### config.mk
export PLATFORM = sky130hd
export DESIGN_NAME = elapsed_timer
export DESIGN_NICKNAME = d
export VERILOG_FILES = /design/src/rtl/ets_pkg.sv /design/src/rtl/ets_prescaler.sv /design/src/rtl/ets_live_ctr.sv /design/src/rtl/ets_regs.sv /design/src/rtl/elapsed_timer.sv
export SDC_FILE = /design/constraint.sdc
export NUM_CORES = 1
export LEC_CHECK = 0
export BUFFER_PORTS_ARGS = -buffer_cell sky130_fd_sc_hd__buf_2
export CAP_MARGIN = 40
export CORE_MARGIN = 5
export CORE_UTILIZATION = 55
export DETAILED_ROUTE_END_ITERATION = 6
export GPL_TIMING_DRIVEN = 0
export HOLD_SLACK_MARGIN = 0.08
export PLACE_DENSITY = 0.72
export SYNTH_ARGS = -nofsm -noshare
export SYNTH_HDL_FRONTEND = slang
export SYNTH_HIERARCHICAL = 1
export SYNTH_SLANG_ARGS = --single-unit
### constraint.sdc
create_clock -name clk -period 5.1 [get_ports clk]
set_clock_uncertainty 0.05 [all_clocks]
set_input_delay 1.02 -clock clk [delete_from_list [all_inputs] [get_ports clk]]
set_output_delay 1.02 -clock clk [all_outputs]
set_load 0.02 [all_outputs]
### src/rtl/ets_pkg.sv
package ets_pkg;
  localparam int FRAC_W    = 12;
  localparam int SEC_W     = 32;
  localparam int TIME_W    = FRAC_W + SEC_W;
  localparam int ADDR_W    = 4;
  localparam int DATA_W    = 8;
  localparam int SEC_BYTES = SEC_W / DATA_W;
  localparam int FLAG_W    = 3;

  localparam logic [ADDR_W-1:0] A_FRAC_LO = 4'h0;
  localparam logic [ADDR_W-1:0] A_FRAC_HI = 4'h1;
  localparam logic [ADDR_W-1:0] A_SEC0    = 4'h2;
  localparam logic [ADDR_W-1:0] A_TIME_HI = 4'h5;
  localparam logic [ADDR_W-1:0] A_CTRL    = 4'hA;
  localparam logic [ADDR_W-1:0] A_RATE    = 4'hB;
  localparam logic [ADDR_W-1:0] A_STAT    = 4'hC;

  localparam int B_TRACK = 7;
  localparam int B_RUN   = 6;
  localparam int B_PEND  = 6;

  localparam logic [DATA_W-1:0] CTRL_RST = 8'h80;

  typedef logic [TIME_W-1:0] time_t;
endpackage

### src/rtl/ets_prescaler.sv
module ets_prescaler #(
  parameter int TICK_DIV = 64,
  parameter int UIP_LEAD = 4
) (
  input  logic clk,
  input  logic rst_n,
  output logic tick,
  output logic lead_win
);
  localparam int CW = (TICK_DIV > 1) ? $clog2(TICK_DIV) : 1;
  localparam logic [CW-1:0] LAST  = CW'(TICK_DIV - 1);
  localparam logic [CW-1:0] WSTRT = CW'(TICK_DIV - UIP_LEAD);

  logic [CW-1:0] cnt_q, cnt_d;

  always_comb begin
    tick     = (cnt_q == LAST);
    lead_win = (cnt_q >= WSTRT);
    cnt_d    = tick ? '0 : cnt_q + CW'(1);
  end

  always_ff @(posedge clk or negedge rst_n) begin
    if (!rst_n) cnt_q <= '0;
    else        cnt_q <= cnt_d;
  end
endmodule

### src/rtl/ets_live_ctr.sv
module ets_live_ctr
  import ets_pkg::*;
(
  input  logic  clk,
  input  logic  rst_n,
  input  logic  tick,
  input  logic  run,
  input  logic  load,
  input  time_t load_val,
  output time_t live_q,
  output time_t live_next
);
  logic step_en;

  always_comb begin
    step_en = tick && run;
    if (load)         live_next = load_val;
    else if (step_en) live_next = live_q + TIME_W'(1);
    else              live_next = live_q;
  end

  always_ff @(posedge clk or negedge rst_n) begin
    if (!rst_n)                live_q <= '0;
    else if (load || step_en)  live_q <= live_next;
  end
endmodule

### src/rtl/ets_regs.sv
module ets_regs
  import ets_pkg::*;
(
  input  logic              clk,
  input  logic              rst_n,
  input  logic              we,
  input  logic [ADDR_W-1:0] addr,
  input  logic [DATA_W-1:0] wdata,
  input  logic              tick,
  input  logic              lead_win,
  input  time_t             live_next,
  output logic [DATA_W-1:0] rdata,
  output logic              track,
  output logic              run,
  output logic              load,
  output logic              pend,
  output time_t             shadow_q
);
  time_t             shadow_d;
  logic              wsel_q, wsel_d;
  logic              dirty_q, dirty_d;
  logic [DATA_W-1:0] ctrl_q, ctrl_d;
  logic [DATA_W-1:0] rate_q, rate_d;
  logic [FLAG_W-1:0] flag_q, flag_d;
  logic              wr_time, refresh;

  always_comb begin
    track   = ctrl_q[B_TRACK];
    run     = ctrl_q[B_RUN];
    pend    = track && lead_win;
    wr_time = we && (addr <= A_TIME_HI);
    refresh = tick && track;
    load    = we && (addr == A_CTRL) && wdata[B_TRACK] && !track && dirty_q;

    shadow_d = shadow_q;
    if (refresh) begin
      shadow_d = live_next;
    end else if (wr_time) begin
      if (addr == A_FRAC_LO)      shadow_d[3:0] = wdata[7:4];
      else if (addr == A_FRAC_HI) shadow_d[FRAC_W-1:4] = wdata;
      for (int b = 0; b < SEC_BYTES; b++)
        if (addr == A_SEC0 + ADDR_W'(b)) shadow_d[FRAC_W + DATA_W*b +: DATA_W] = wdata;
    end

    wsel_d = (we && addr == A_FRAC_LO) ? wdata[0] : wsel_q;
    ctrl_d = (we && addr == A_CTRL) ? wdata : ctrl_q;
    rate_d = (we && addr == A_RATE) ? wdata : rate_q;
    flag_d = (we && addr == A_STAT) ? {wdata[7], wdata[1:0]} : flag_q;

    if (load)                  dirty_d = 1'b0;
    else if (wr_time && !track) dirty_d = 1'b1;
    else                       dirty_d = dirty_q;
  end

  always_comb begin
    rdata = '0;
    case (addr)
      A_FRAC_LO: rdata = {shadow_q[3:0], 3'b000, wsel_q};
      A_FRAC_HI: rdata = shadow_q[FRAC_W-1:4];
      A_CTRL:    rdata = ctrl_q;
      A_RATE:    rdata = rate_q;
      A_STAT:    rdata = {flag_q[2], pend, 4'b0000, flag_q[1:0]};
      default: begin
        for (int b = 0; b < SEC_BYTES; b++)
          if (addr == A_SEC0 + ADDR_W'(b)) rdata = shadow_q[FRAC_W + DATA_W*b +: DATA_W];
      end
    endcase
  end

  always_ff @(posedge clk or negedge rst_n) begin
    if (!rst_n) begin
      shadow_q <= '0;
      wsel_q   <= 1'b0;
      dirty_q  <= 1'b0;
      ctrl_q   <= CTRL_RST;
      rate_q   <= '0;
      flag_q   <= '0;
    end else begin
      shadow_q <= shadow_d;
      wsel_q   <= wsel_d;
      dirty_q  <= dirty_d;
      ctrl_q   <= ctrl_d;
      rate_q   <= rate_d;
      flag_q   <= flag_d;
    end
  end
endmodule

### src/rtl/elapsed_timer.sv
module elapsed_timer
  import ets_pkg::*;
#(
  parameter int TICK_DIV = 64,
  parameter int UIP_LEAD = 4
) (
  input  logic              clk,
  input  logic              rst_n,
  input  logic [ADDR_W-1:0] reg_addr,
  input  logic              reg_we,
  input  logic [DATA_W-1:0] reg_wdata,
  output logic [DATA_W-1:0] reg_rdata
);
  logic [1:0] rst_sync;
  logic       rst_s;
  logic       tick, lead_win, track, run, load, pend;
  time_t      live_q, live_next, shadow_q;

  always_ff @(posedge clk or negedge rst_n) begin
    if (!rst_n) rst_sync <= 2'b00;
    else        rst_sync <= {rst_sync[0], 1'b1};
  end
  assign rst_s = rst_sync[1];

  ets_prescaler #(.TICK_DIV(TICK_DIV), .UIP_LEAD(UIP_LEAD)) u_pre (
    .clk(clk), .rst_n(rst_s), .tick(tick), .lead_win(lead_win)
  );

  ets_live_ctr u_live (
    .clk(clk), .rst_n(rst_s), .tick(tick), .run(run), .load(load),
    .load_val(shadow_q), .live_q(live_q), .live_next(live_next)
  );

  ets_regs u_regs (
    .clk(clk), .rst_n(rst_s), .we(reg_we), .addr(reg_addr), .wdata(reg_wdata),
    .tick(tick), .lead_win(lead_win), .live_next(live_next), .rdata(reg_rdata),
    .track(track), .run(run), .load(load), .pend(pend), .shadow_q(shadow_q)
  );
endmodule

## After elaboration in Yosys (flattened, before gate mapping)

Cells that the tools add are included.

| storage, ports and cells | value |
|---|---|
| flip-flop bits (word level) | 117 |
| input bits | 15 |
| output and inout port bits | 8 |
| logic and storage cells | 76 |

| cells by class | value |
|---|---|
| add/sub/neg operators | 2 |
| order comparisons | 2 |
| eq/ne operators | 10 |
| multiplexer cells | 19 |
| reduce and logical (&&, ||, !) cells | 29 |

Operators with widths:

| operator | number |
|---|---|
| $mux W44 | 4 |
| $mux W8 | 10 |
| $add A44 B1 Y44 const B | 1 |
| $pmux W8 S5 | 1 |
| $reduce_bool A2 Y1 | 8 |
| $eq A4 B4 Y1 const B | 3 |
| $logic_and A1 B1 Y1 | 12 |
| $reduce_and A2 Y1 | 5 |
| $eq A4 B2 Y1 const B | 2 |
| $eq A4 B3 Y1 const B | 2 |
| $add A6 B1 Y6 const B | 1 |
| $eq A6 B6 Y1 const B | 1 |
| $ge A6 B6 Y1 const B | 1 |
| $mux W6 | 1 |
| $eq A4 B1 Y1 const B | 1 |
| $le A4 B3 Y1 const B | 1 |
| $logic_not A4 Y1 | 1 |
| $mux W4 | 1 |
| $reduce_and A3 Y1 | 1 |
| $mux W1 | 2 |
| $ne A2 B1 Y1 const B | 1 |
| $logic_not A1 Y1 | 1 |
| $logic_or A1 B1 Y1 | 1 |

## Longest topological paths before layout

Gate-level depths: netlist (run 1).

| depth | value |
|---|---|
| word-level depth | 7 |
| gate-level depth with buffers | 12 |
| mapped depth without buffers | 10 |

## By module

Netlist (run 1), hierarchy kept.

By module, submodules not included:

| module | times used | cells an instance | area each (µm²) | sequential area each (µm²) |
|---|---|---|---|---|
| ets_regs | 1 | 360 | 3709.8 | 1627.8 |
| ets_live_ctr | 1 | 331 | 2781.4 | 1101.1 |
| ets_prescaler | 1 | 23 | 250.2 | 150.1 |
| elapsed_timer | 1 | 3 | 53.8 | 50.0 |

## Worst setup path after synthesis (run 1)

No wires, ideal clock.

| path | value |
|---|---|
| path kind | input to output |
| start | input reg_addr[0] |
| end | output reg_rdata[1] |
| arrival time | 2322 ps |
| required time | 4030 ps |
| slack | 1708 ps |
| cell stages on the path | 5 |
| buffers on the path | 1 |
| cell sequence | buf_4 nor3b_4 o21a_1 nor4_1 a211oi_1 |

| on the way | value |
|---|---|
| cells in the longest elaborated chain, start to end | 6 |
| elaborated cells between the ends (all ways) | 14 |
| classes of those cells | eq/ne: 8; mux: 5; reduce/logical: 1 |

RTL lines:

| item | RTL line | RTL |
|---|---|---|
| from (decl) | elapsed_timer.sv:9 | `input logic [ADDR_W-1:0] reg_addr,` |
| $eq A4 B2 Y1 | ets_regs.sv:65 | `if (addr == A_SEC0 + ADDR_W'(b)) rdata = shadow_q[FRAC_W + DATA_W*b +: DATA_W];` |
| $mux W8 (4 in series) | ets_regs.sv:65 |  |
| $pmux W8 S5 (*) | ets_regs.sv:57 | `case (addr)` |
| to (decl) | elapsed_timer.sv:12 | `output logic [DATA_W-1:0] reg_rdata` |

Mark *: on every way between the ends. The rest lies on a longest branch, timed or not.

## Worst setup path after layout (run 1)

| path | value |
|---|---|
| start | input reg_addr[0] |
| end | output reg_rdata[0] |

The elaborated chain is that of the path after synthesis.

==> key figures, run 1 <==
Clock tree
  • Htree depth: 4
  • Setup Fix Bufs, Post-CTS: 0
  • Reg clk slew, reported paths: 0.05 ns
  • Hold-fix buffers at CTS: 0
  • Clock Latency Late Sink: 0.42 ns
  • Resized Gates After CTS: 0
  • Root Driver: clkbuf_16
  • TritonCTS clock tree: done
  • Largest buffer count on any clock path: 2
  • Clock sink count: 117
  • Cts bufs inserted: 17

Detailed routing
  • Wire per inst: 20.6 um
  • # DRC: 0
  • Final wirelength: 19300 um
  • Via count: 5893
  • Vias per cell: 6.32
  • DR pass1 iterations: 7
  • Starting DRT DRC Count: 778
  • Remaining antenna violation count after routing: 0

Layout
  • Share of cells above drive strength 1: 14.4%
  • Nets: 772
  • Antenna fix cells: 0
  • Area Growth Syn to Fin: 13.2%
  • Post-route cell area: 7690 sq um

Power and ir drop
  • Max VDD drop: 0.000313 V
  • Tot Pwr: 0.00321 W
  • Power density cells: 417 nW/um^2
  • Leak: 3.16 nW

Setup path
  • Worst EP arrival: 2.49 ns
  • Slowest stage cell, crit path: a221oi_1
  • WP buf/inv: 4
  • Critical Path Most Common Cell: buf_4
  • CP endpoint kind: output port
  • Crit path max-delay family: buffers and inverters
  • Critical path peak fanout: 10
  • Critical Path Max Stage Delay: 0.36 ns
  • Setup crit start kind: input port
  • Crit-path cells: buf_4 -> buf_4 -> buf_4 -> a32o_1 -> a221oi_1 -> nand2_1 -> buf_2
  • Crit path required time: 4.03 ns
  • Worst Setup Path Type: in2out

Synthesis
  • Ys Warns: 6
  • Adder-Cell Fraction of Synth Area: 0.368%
  • Largest family of logic cells by synthesized area: simple AND/OR/NAND/NOR gates
  • Sequential share of the synthesized area: 43.1%
  • Seq cells post-synth: 117
  • Async SR Flop Fraction: 100%
  • Synthesized net count: 734
  • Post-Synthesis Cells: 717
  • Xor/xnor share of the synthesized area: 4.90%
  • Yosys cell types: 60
  • Mapped cell area: 6800 sq um
  • Mux contribution to synthesized area: 14.4%
  • Complex-gate fraction of the synthesized area: 14.0%
  • Main synth FF type: dfrtp_1
  • Number of synthesized flops with an enable pin: 0
  • Area share of and/or/nand/nor cells after synthesis: 19.3%
  • Syn avg cell area: 9.48 sq um

Global routing
  • Number of global-route vias before repair: 5734
  • Tot GR Track Use: 27.1%
  • Initial antenna violation count: 0
  • Total congestion overflow: 0
  • First-pass GRT wire length: 30700 um
  • Largest net degree at the start of global routing: 65

STA
  • Slew of the pin with the lowest slew margin: 0.850 ns
  • Final Hold Viols: 0
  • Final Max Tran Viols: 0
  • Setup WS post-layout: 1.54 ns
  • RSZ-0062 raised after global routing: false
  • Min Tclk post-route: 3.56 ns
  • Max Fclk: 281 MHz
  • Post-route clock period utilization: 69.9%
  • Final number of setup-violating endpoints: 0
  • Setup TNS: 0 ns
  • Slew margin rel.: 43.4%

Floorplanning
  • Die area: 14700 sq um
  • Die Y: 121 um
  • Die X: 121 um
  • IO Count: 23
  • Std cell rows: 40
  • Initial Utilization: 56.3%
  • Core ar.: 12100 sq um

Place
  • I/O Buffers: 18
  • DP HPWL: 13500 um
  • Placed cell areas: 7130 sq um
  • Setup WS pre-CTS: 1.24 ns
  • GPL Wtd Cong: 0.904

Run status
  • Status: completed

Worst hold path
  • Hold/Removal Path Class: reg2reg

Flow run
  • Max cap viols: 0
==> cells in the mapped netlist, types with 5 or more instances <==
master	n	area share (%)
or3_1	5	0.46
nor2_1	34	1.9
and4_1	5	0.64
o21ai_1	9	0.66
mux2_2	18	3.0
clkbuf_1	28	1.5
mux2_4	8	1.8
mux2i_1	63	9.3
a31oi_1	16	1.5
or4_1	6	0.66
a21oi_1	20	1.5
nor3_1	7	0.52
nand3_1	19	1.4
xor2_1	29	3.7
xnor2_1	9	1.2
inv_1	6	0.33
nand4_1	26	2.4
nand2_1	95	5.2
dfrtp_1	116	43
buf_4	8	0.88
o31ai_1	6	0.66
o21ai_0	107	7.9
and3_1	6	0.55
nand2b_1	5	0.46
buf_2	8	0.59
==> worst register-to-register path, stage by stage, from the launching register on <==
cell and delay (ns):
dfrtp_1 0.41, ha_1 0.22, nand3_1 0.15, nor2_2 0.40, nand3_2 0.21, nor4_4 0.74, nand4_1 0.39, or4_1 0.54
a31oi_1 0.20, nand2_1 0.08, o21ai_0 0.09
==> state kept, by name, summed over array words and instances (netlist names), 2 cells and up <==
name / flops
u_regs/shadow_q: 44
u_pre/cnt_q: 6
rst_sync: 2
u_regs/rate_q: 8
u_live/live_q: 44
u_regs/ctrl_q: 8
u_regs/flag_q: 3
==> final cells by class <==
class	instances	area [sq um]
clock inverter	4	72.6
inverter	7	26.3
timing repair buffer	19	118
buffer	47	239
multi-input combinational	546	3600
tap	168	210
fill	989	4370
sequential	117	2930
clock buffer	25	495
==> layer usage <==
metal | share of wire (%) | track usage [%]
met1 | 44 | 37.0
met2 | 45 | 41.8
met3 | 7.8 | 6.34
met4 | 3.2 | 11.1
met5 | 0 | 0
==> per-stage QoR <==
stage | utilization [%] | instances | hold slack [ns]
2_1_floorplan | - | 717 | 0.281
3_3_place_gp | 58.8 | 903 | 0.286
3_5_place_dp | 59.1 | 904 | 0.287
4_1_cts | 63.8 | 933 | 0.299
5_1_grt | 63.8 | 933 | 0.301
6_report | 63.8 | 933 | 0.300
==> path summary, 6_finish.rpt <==
path	slack, ns	startpoint	end	cells past startpoint
min	0.30	rst_sync[0]	rst_sync[1]	0
max	1.54	reg_addr[0]	reg_rdata[0]	7
max in group asynchronous	3.82	rst_sync[1]	u_regs/ctrl_q[7]	1
min in group asynchronous	0.32	rst_n	rst_sync[1]	1
min reg2reg	0.30	rst_sync[0]	rst_sync[1]	0
max reg2reg	1.54	u_pre/cnt_q[0]	u_regs/shadow_q[42]	10
==> cells by family (layout without fill, tap and decap cells) <==
family	after synthesis	count (layout)
other	1	1
XOR/XNOR	38	38
flip-flops	117	117
adder cells (fa/ha/maj)	2	2
multiplexers	90	90
AO/OA/AOI/OAI	173	173
AND/OR/NAND/NOR	242	242
buffers and inverters	54	102
==> cell usage in the layout, fill, tap and decap left out, drive strengths merged, types with 4 or more instances in the layout <==
| master | count |
|---|---|
| dfrtp | 116 |
| o21ai | 116 |
| nand2 | 97 |
| mux2i | 63 |
| clkbuf | 53 |
| buf | 38 |
| nor2 | 36 |
| xor2 | 29 |
| nand4 | 28 |
| mux2 | 26 |
| nand3 | 21 |
| a21oi | 20 |
| a31oi | 16 |
| xnor2 | 9 |
| nor3 | 9 |
| o31ai | 6 |
| or4 | 6 |
| inv | 6 |
| and3 | 6 |
| and4 | 5 |
| or3 | 5 |
| nand2b | 5 |
| and2 | 5 |
| nor2b | 4 |
| a22oi | 4 |
| nand3b | 4 |
| nor4 | 4 |
==> power breakdown <==
part	switching [W]	leakage (nW)	internal, W
Combinational	0.000363	1.51	0.000280
Sequential	0.000240	1.38	0.00116
Clock	0.000408	0.275	0.000761
Total	0.00101	3.16	0.00220
(Power assumes the default switching activity.)
==> run 2, diff against run 1 <==
==> constraint.sdc (replaced) <==
create_clock -name clk -period 3.3 [get_ports clk]
set_clock_uncertainty 0.05 [all_clocks]
set_input_delay 0.66 -clock clk [delete_from_list [all_inputs] [get_ports clk]]
set_output_delay 0.66 -clock clk [all_outputs]
set_load 0.02 [all_outputs]
==> key figures, run 2 (synthesis gave the netlist of run 1 again) <==
Clock tree
  • TritonCTS clock tree: done (unchanged)
  • Cts bufs inserted: 17 (unchanged)
  • Largest buffer count on any clock path: 2 (unchanged)
  • Htree depth: 4 (unchanged)
  • Reg clk slew, reported paths: 0.05 ns (about the same)
  • Root Driver: clkbuf_16 (unchanged)
  • Clock Latency Late Sink: 0.43 ns (was 0.42 ns)
  • Clock sink count: 117 (unchanged)

Detailed routing
  • DR pass1 iterations: 5 (was 7)
  • Via count: 5896 (was 5893)
  • Wire per inst: 20.3 um (was 20.6 um)
  • Final wirelength: 19100 um (was 19300 um)
  • Vias per cell: 6.27 (was 6.32)
  • # DRC: 0 (unchanged)
  • Starting DRT DRC Count: 701 (was 778)
  • Remaining antenna violation count after routing: 0 (unchanged)

Worst hold path
  • Hold/Removal Path Class: reg2reg (unchanged)
  • HP Start: rst_sync[0] (unchanged)

STA
  • Hold WS: 0.315 ns (was 0.300 ns)
  • Post-route clock period utilization: 95.9%
  • Min Tclk post-route: 3.16 ns
  • Final number of setup-violating endpoints: 0 (unchanged)
  • Slew of the pin with the lowest slew margin: 0.739 ns (was 0.850 ns)
  • Final Max Tran Viols: 0 (unchanged)
  • Slew margin rel.: 50.7% (was 43.4%)
  • Max Fclk: 316 MHz
  • RSZ-0062 raised after global routing: true (was false)
  • Final Hold Viols: 0 (unchanged)
  • Setup TNS: 0 ns (unchanged)
  • Setup WS post-layout: 0.137 ns (was 1.54 ns)

Setup path
  • Worst EP arrival: 3.40 ns (was 2.49 ns)
  • CP endpoint kind: flip-flop (was output port)
  • Reg2Reg Depth: 11 (was 10)
  • Crit path required time: 3.53 ns (was 4.03 ns)
  • Worst Setup Path Type: reg2reg (was in2out)
  • Critical Path Max Stage Delay: 0.49 ns (was 0.36 ns)
  • Setup crit start kind: flip-flop (was input port)
  • Flop-to-flop setup slack: 0.14 ns (was 1.54 ns)
  • Worst r2r src: u_pre/cnt_q[0] (unchanged)
  • Critical path peak fanout: 10 (unchanged)
  • Crit-path cells: ha_1 -> nand3_1 -> nor2_2 -> nand3_2 -> nor2_2 -> clkbuf_1 -> nand4_1 -> xor2_1 -> o21ai_0 -> nand2_1 -> o21ai_0 (was buf_4 -> buf_4 -> buf_4 -> a32o_1 -> a221oi_1 -> nand2_1 -> buf_2)
  • Crit path launch: u_pre/cnt_q[0] (was reg_addr[0])
  • Crit path to: u_regs/shadow_q[29] (was reg_rdata[0])
  • Slowest stage cell, crit path: clkbuf_1 (was a221oi_1)
  • Reg2Reg Capture Point: u_regs/shadow_q[29] (was u_regs/shadow_q[42])

Floorplanning
  • Die X: 121 um (unchanged)
  • Die area: 14700 sq um (unchanged)
  • IO Count: 23 (unchanged)
  • Die Y: 121 um (unchanged)
  • Core ar.: 12100 sq um (unchanged)
  • Std cell rows: 40 (unchanged)
  • Initial Utilization: 56.3% (unchanged)

Power and ir drop
  • Max VDD drop: 0.000376 V (was 0.000313 V)
  • Power density cells: 635 nW/um^2 (was 417 nW/um^2)
  • Leak: 3.20 nW (was 3.16 nW)

Layout
  • Area Growth Syn to Fin: 13.8% (was 13.2%)
  • Commonest non-fill, non-tap cell in the layout: dfrtp_1 (unchanged)
  • Most frequent cells in the layout: dfrtp_1, o21ai_0, nand2_1, mux2i_1, nor2_1 (unchanged)
  • Fill cells: 964 (was 989)
  • Multi-input gate area: 3600 sq um (about the same)
  • Antenna fix cells: 0 (unchanged)
  • Largest registers: u_live/live_q: 44 flops, u_regs/shadow_q: 44 flops (unchanged)
  • Share of cells above drive strength 1: 15.8% (was 14.4%)
  • Nets: 777 (was 772)
  • Register area: 2930 sq um (unchanged)

Place
  • GPL Wtd Cong: 0.894 (was 0.904)
  • DP HPWL: 13400 um (was 13500 um)
  • I/O Buffers: 18 (unchanged)
  • Setup WS pre-CTS: -0.180 ns (was 1.24 ns)

Global routing
  • Initial antenna violation count: 0 (unchanged)
  • First-pass GRT wire length: 30500 um (was 30700 um)
  • Tot GR Track Use: 27.4% (was 27.1%)
  • Number of global-route vias before repair: 5699 (was 5734)
  • Total congestion overflow: 0 (unchanged)
  • Largest net degree at the start of global routing: 62 (was 65)

Run status
  • Status: completed (unchanged)

Flow run
  • Max cap viols: 0 (unchanged)
-- run 2: worst min-delay path by stage --
stage                        to  slack (ns)  cells past startpoint
floorplan           rst_sync[1]        0.28                      0
global placement    rst_sync[1]        0.29                      0
detailed placement  rst_sync[1]        0.30                      0
CTS                 rst_sync[1]        0.31                      0
global route        rst_sync[1]        0.33                      0
finish              rst_sync[1]        0.32                      0
-- run 2: layout make-up --
class,count,share of cell area (%)
inverters,7,0.340
repair buffers,24,2.04
flip-flops and latches,117,37.9
well taps,168,2.72
plain buffers,47,3.11
clock inverters,9,0.987
clock buffers,23,6.31
multi-input cells,546,46.6
-- run 2: critical path: cells and delay by family (launching register included) --
kind	cells	cell delay, ns
xor gates and xnor gates	1	0.24
AOI/OAI and AO/OA	2	0.23
and+or+nand+nor	6	1.39
DFF	1	0.40
buffers and inverters	1	0.49
adders and majority gates	1	0.22
-- run 2: report_power, final --
| part | total (W) | switching, W | internal, W |
|---|---|---|---|
| registers | 0.00216 | 0.000366 | 0.00179 |
| logic | 0.000990 | 0.000558 | 0.000432 |
| clock network | 0.00176 | 0.000659 | 0.00110 |
| total | 0.00491 | 0.00158 | 0.00333 |
-- run 2: layer usage --
metal  vias up  share of wire, %  routed length (um)  global-route usage, %
met4         0               3.1                 586                   12.0
met1      2913                41                7870                   36.8
li1       2673                 -                   -                      -
met5         -                 0                   0                      0
met3        50               9.7                1840                   7.13
met2       260                46                8770                   42.0
-- run 2: repair_timing --
action	4_1_cts	5_1_grt
setup buffers	4	0
hold buffers	1	0
pin swaps	1	0
setup endpoints to repair	2	19
resized for setup	0	4
endpoints found under the hold margin	2	0
-- run 2: through the flow --
step           util (%)  instances  area (sq um)  total power [W]
2_1_floorplan         -        717          6800          0.00280
3_3_place_gp       58.8        903          7100          0.00309
3_5_place_dp       59.1        904          7130          0.00314
4_1_cts            64.1        941          7730          0.00491
5_1_grt            64.1        941          7730          0.00516
6_report           64.1        941          7730          0.00491
==> run 3, diff against run 2 <==
--- a/config.mk
+++ b/config.mk
@@ -7,12 +7,13 @@
 export LEC_CHECK = 0
 export BUFFER_PORTS_ARGS = -buffer_cell sky130_fd_sc_hd__buf_2
 export CAP_MARGIN = 40
-export CORE_MARGIN = 5
+export CORE_MARGIN = 8
 export CORE_UTILIZATION = 55
 export DETAILED_ROUTE_END_ITERATION = 6
 export GPL_TIMING_DRIVEN = 0
 export HOLD_SLACK_MARGIN = 0.08
 export PLACE_DENSITY = 0.72
+export REMOVE_ABC_BUFFERS = 1
 export SYNTH_ARGS = -nofsm -noshare
 export SYNTH_HDL_FRONTEND = slang
 export SYNTH_HIERARCHICAL = 1
==> key figures, run 3 (synthesis gave the netlist of run 1 again) <==
Floorplanning
  • Initial Utilization: 56.3% (unchanged)
  • Die X: 127 um (was 121 um)
  • Die Y: 127 um (was 121 um)
  • IO Count: 23 (unchanged)
  • Die area: 16200 sq um (was 14700 sq um)
  • Core ar.: 12100 sq um (unchanged)
  • Std cell rows: 40 (unchanged)

Setup path
  • Crit path required time: 2.59 ns (was 3.53 ns)
  • Worst Setup Path Type: in2out (was reg2reg)
  • Worst EP arrival: 2.38 ns (was 3.40 ns)
  • Critical path peak fanout: 23 (was 10)
  • Reg2Reg Capture Point: u_regs/shadow_q[40] (was u_regs/shadow_q[29])
  • Critical Path Max Stage Delay: 0.41 ns (was 0.49 ns)
  • Setup crit start kind: input port (was flip-flop)
  • Flop-to-flop setup slack: 0.24 ns (was 0.14 ns)
  • Crit-path cells: buf_2 -> nor3b_4 -> o21a_1 -> nor4_1 -> a211oi_1 -> buf_2 (was ha_1 -> nand3_1 -> nor2_2 -> nand3_2 -> nor2_2 -> clkbuf_1 -> nand4_1 -> xor2_1 -> o21ai_0 -> nand2_1 -> o21ai_0)
  • CP endpoint kind: output port (was flip-flop)
  • Critical Path Most Common Cell: buf_2
  • CP Depth: 6 (was 11)
  • Worst r2r src: u_pre/cnt_q[0] (unchanged)
  • Crit path max-delay family: buffers and inverters (was simple AND/OR/NAND/NOR gates)
  • WP buf/inv: 2 (was 1)
  • Reg2Reg Depth: 11 (unchanged)
  • Slowest stage cell, crit path: nor3b_4 (was clkbuf_1)

Clock tree
  • Htree depth: 4 (unchanged)
  • Clock Latency Late Sink: 0.42 ns (was 0.43 ns)
  • TritonCTS clock tree: done (unchanged)
  • Largest buffer count on any clock path: 2 (unchanged)
  • Root Driver: clkbuf_16 (unchanged)
  • Clock sink count: 117 (unchanged)
  • Cts bufs inserted: 17 (unchanged)
  • Reg clk slew, reported paths: 0.05 ns (about the same)

Detailed routing
  • Wire per inst: 19.4 um (was 20.3 um)
  • Vias per cell: 6.22 (was 6.27)
  • Remaining antenna violation count after routing: 0 (unchanged)
  • Via count: 5597 (was 5896)
  • # DRC: 0 (unchanged)
  • DR pass1 iterations: 5 (unchanged)
  • Final wirelength: 17400 um (was 19100 um)
  • Starting DRT DRC Count: 457 (was 701)

Layout
  • Nets: 736 (was 777)
  • Area Growth Syn to Fin: 12.5% (was 13.8%)
  • Most frequent cells in the layout: dfrtp_1, o21ai_0, nand2_1, mux2i_1, nor2_1 (unchanged)
  • Antenna fix cells: 0 (unchanged)
  • Share of cells above drive strength 1: 14.8% (was 15.8%)
  • Fill cells: 1013 (was 964)
  • Largest registers: u_live/live_q: 44 flops, u_regs/shadow_q: 44 flops (unchanged)
  • Commonest non-fill, non-tap cell in the layout: dfrtp_1 (unchanged)
  • Post-route cell area: 7640 sq um (was 7730 sq um)

Worst hold path
  • Hold Path Depth: 0 (unchanged)
  • HP Start: rst_sync[0] (unchanged)
  • Hold Crit Endpoint: rst_sync[1] (unchanged)
  • Hold/Removal Path Class: reg2reg (unchanged)

Power and ir drop
  • Clk network pwr share: 37.5% (was 35.9%)
  • Leak: 3.14 nW (was 3.20 nW)
  • Internal power: 0.00345 W (was 0.00333 W)
  • Net Sw Power: 0.00152 W (was 0.00158 W)
  • Comb power frac: 19.3% (was 20.2%)
  • Max VDD drop: 0.000423 V (was 0.000376 V)
  • Flop pwr share: 43.2% (was 43.9%)
  • Switching portion of total power: 30.6% (was 32.2%)
  • Power density cells: 651 nW/um^2 (was 635 nW/um^2)

Global routing
  • Initial antenna violation count: 0 (unchanged)
  • Number of global-route vias before repair: 5378 (was 5699)
  • Total congestion overflow: 0 (unchanged)
  • First-pass GRT wire length: 28100 um (was 30500 um)
  • Tot GR Track Use: 22.2% (was 27.4%)
  • Largest net degree at the start of global routing: 64 (was 62)

Run status
  • Status: completed (unchanged)

Flow run
  • Max cap viols: 0 (unchanged)

STA
  • Slew of the pin with the lowest slew margin: 0.904 ns (was 0.739 ns)
  • Final Max Tran Viols: 0 (unchanged)
  • Min Tclk post-route: 3.09 ns (was 3.16 ns)
  • Final Hold Viols: 0 (unchanged)
  • Final number of setup-violating endpoints: 0 (unchanged)
  • Max Fclk: 324 MHz (was 316 MHz)
  • Hold WS: 0.295 ns (was 0.315 ns)
  • RSZ-0062 raised after global routing: false (was true)
  • Slew margin rel.: 39.5% (was 50.7%)
  • Post-route clock period utilization: 93.6% (was 95.9%)

Place
  • I/O Buffers: 22 (was 18)
  • DP HPWL: 11500 um (was 13400 um)
  • GPL Wtd Cong: 0.809 (was 0.894)
  • Placed cell areas: 7020 sq um (was 7130 sq um)
## run 3: changes by cell type in the layout (fill, tap and decap cells not counted), sizes merged
cell    change
inv         -1
bufinv      +2
clkbuf     -29
buf        -13
## run 3: cell type report
| class | instances | area [sq um] | share of cell area, % |
|---|---|---|---|
| multi-input cells | 546 | 3620 | 47.3 |
| flip-flops and latches | 117 | 2930 | 38.4 |
| clock buffers | 22 | 474 | 6.20 |
| repair buffers | 30 | 254 | 3.32 |
| well taps | 168 | 210 | 2.75 |
| clock inverters | 10 | 128 | 1.67 |
| inverters | 7 | 26.3 | 0.344 |
## run 3: routing by layer
layer  global-route usage (%)  wire [um]  vias up
li1                         -          -     2598
met5                        0          0        -
met2                     33.2       7930      217
met1                     30.2       7940     2752
met4                     9.73        421        0
met3                     4.78       1150       30
## run 3: worst max-delay path by stage
stage	from	endpoint	slack [ns]
global placement	reg_addr[0]	u_regs/shadow_q[38]	-3.58
floorplan	reg_addr[0]	u_regs/shadow_q[25]	-1.53
finish	reg_addr[2]	reg_rdata[1]	0.21
global route	u_pre/cnt_q[0]	u_regs/shadow_q[43]	0.03
CTS	u_pre/cnt_q[0]	u_regs/shadow_q[43]	0.05
detailed placement	reg_addr[0]	u_regs/shadow_q[34]	-0.44
## run 3: timing repair
item	in CTS	in global routing
buffers inserted	0	0
endpoints found under the setup margin	2	6
hold buffers	1	0
gates resized for setup	1	2
hold endpoints to repair	2	0
## run 3: stage by stage
stage	setup TNS (ns)	total power [W]	setup slack, ns	std cells	utilization [%]
after floorplan	-64.08	0.00277	-1.53	670	-
after global placement	-353.55	0.00303	-3.58	860	57.0
after detailed placement	-7.06	0.00309	-0.436	867	58.2
after CTS	0	0.00498	0.0526	900	63.3
after global routing	0	0.00522	0.0280	900	63.4
final	0	0.00498	0.210	900	63.4
## run 3: power groups by stage
stage | Clock, W | Sequential (W) | Combinational, W
after floorplan | 0 | 0.00207 | 0.000704
after global placement | 0 | 0.00215 | 0.000880
final | 0.00187 | 0.00215 | 0.000959
after CTS | 0.00189 | 0.00214 | 0.000952
after global routing | 0.00195 | 0.00220 | 0.00106
after detailed placement | 0 | 0.00216 | 0.000936
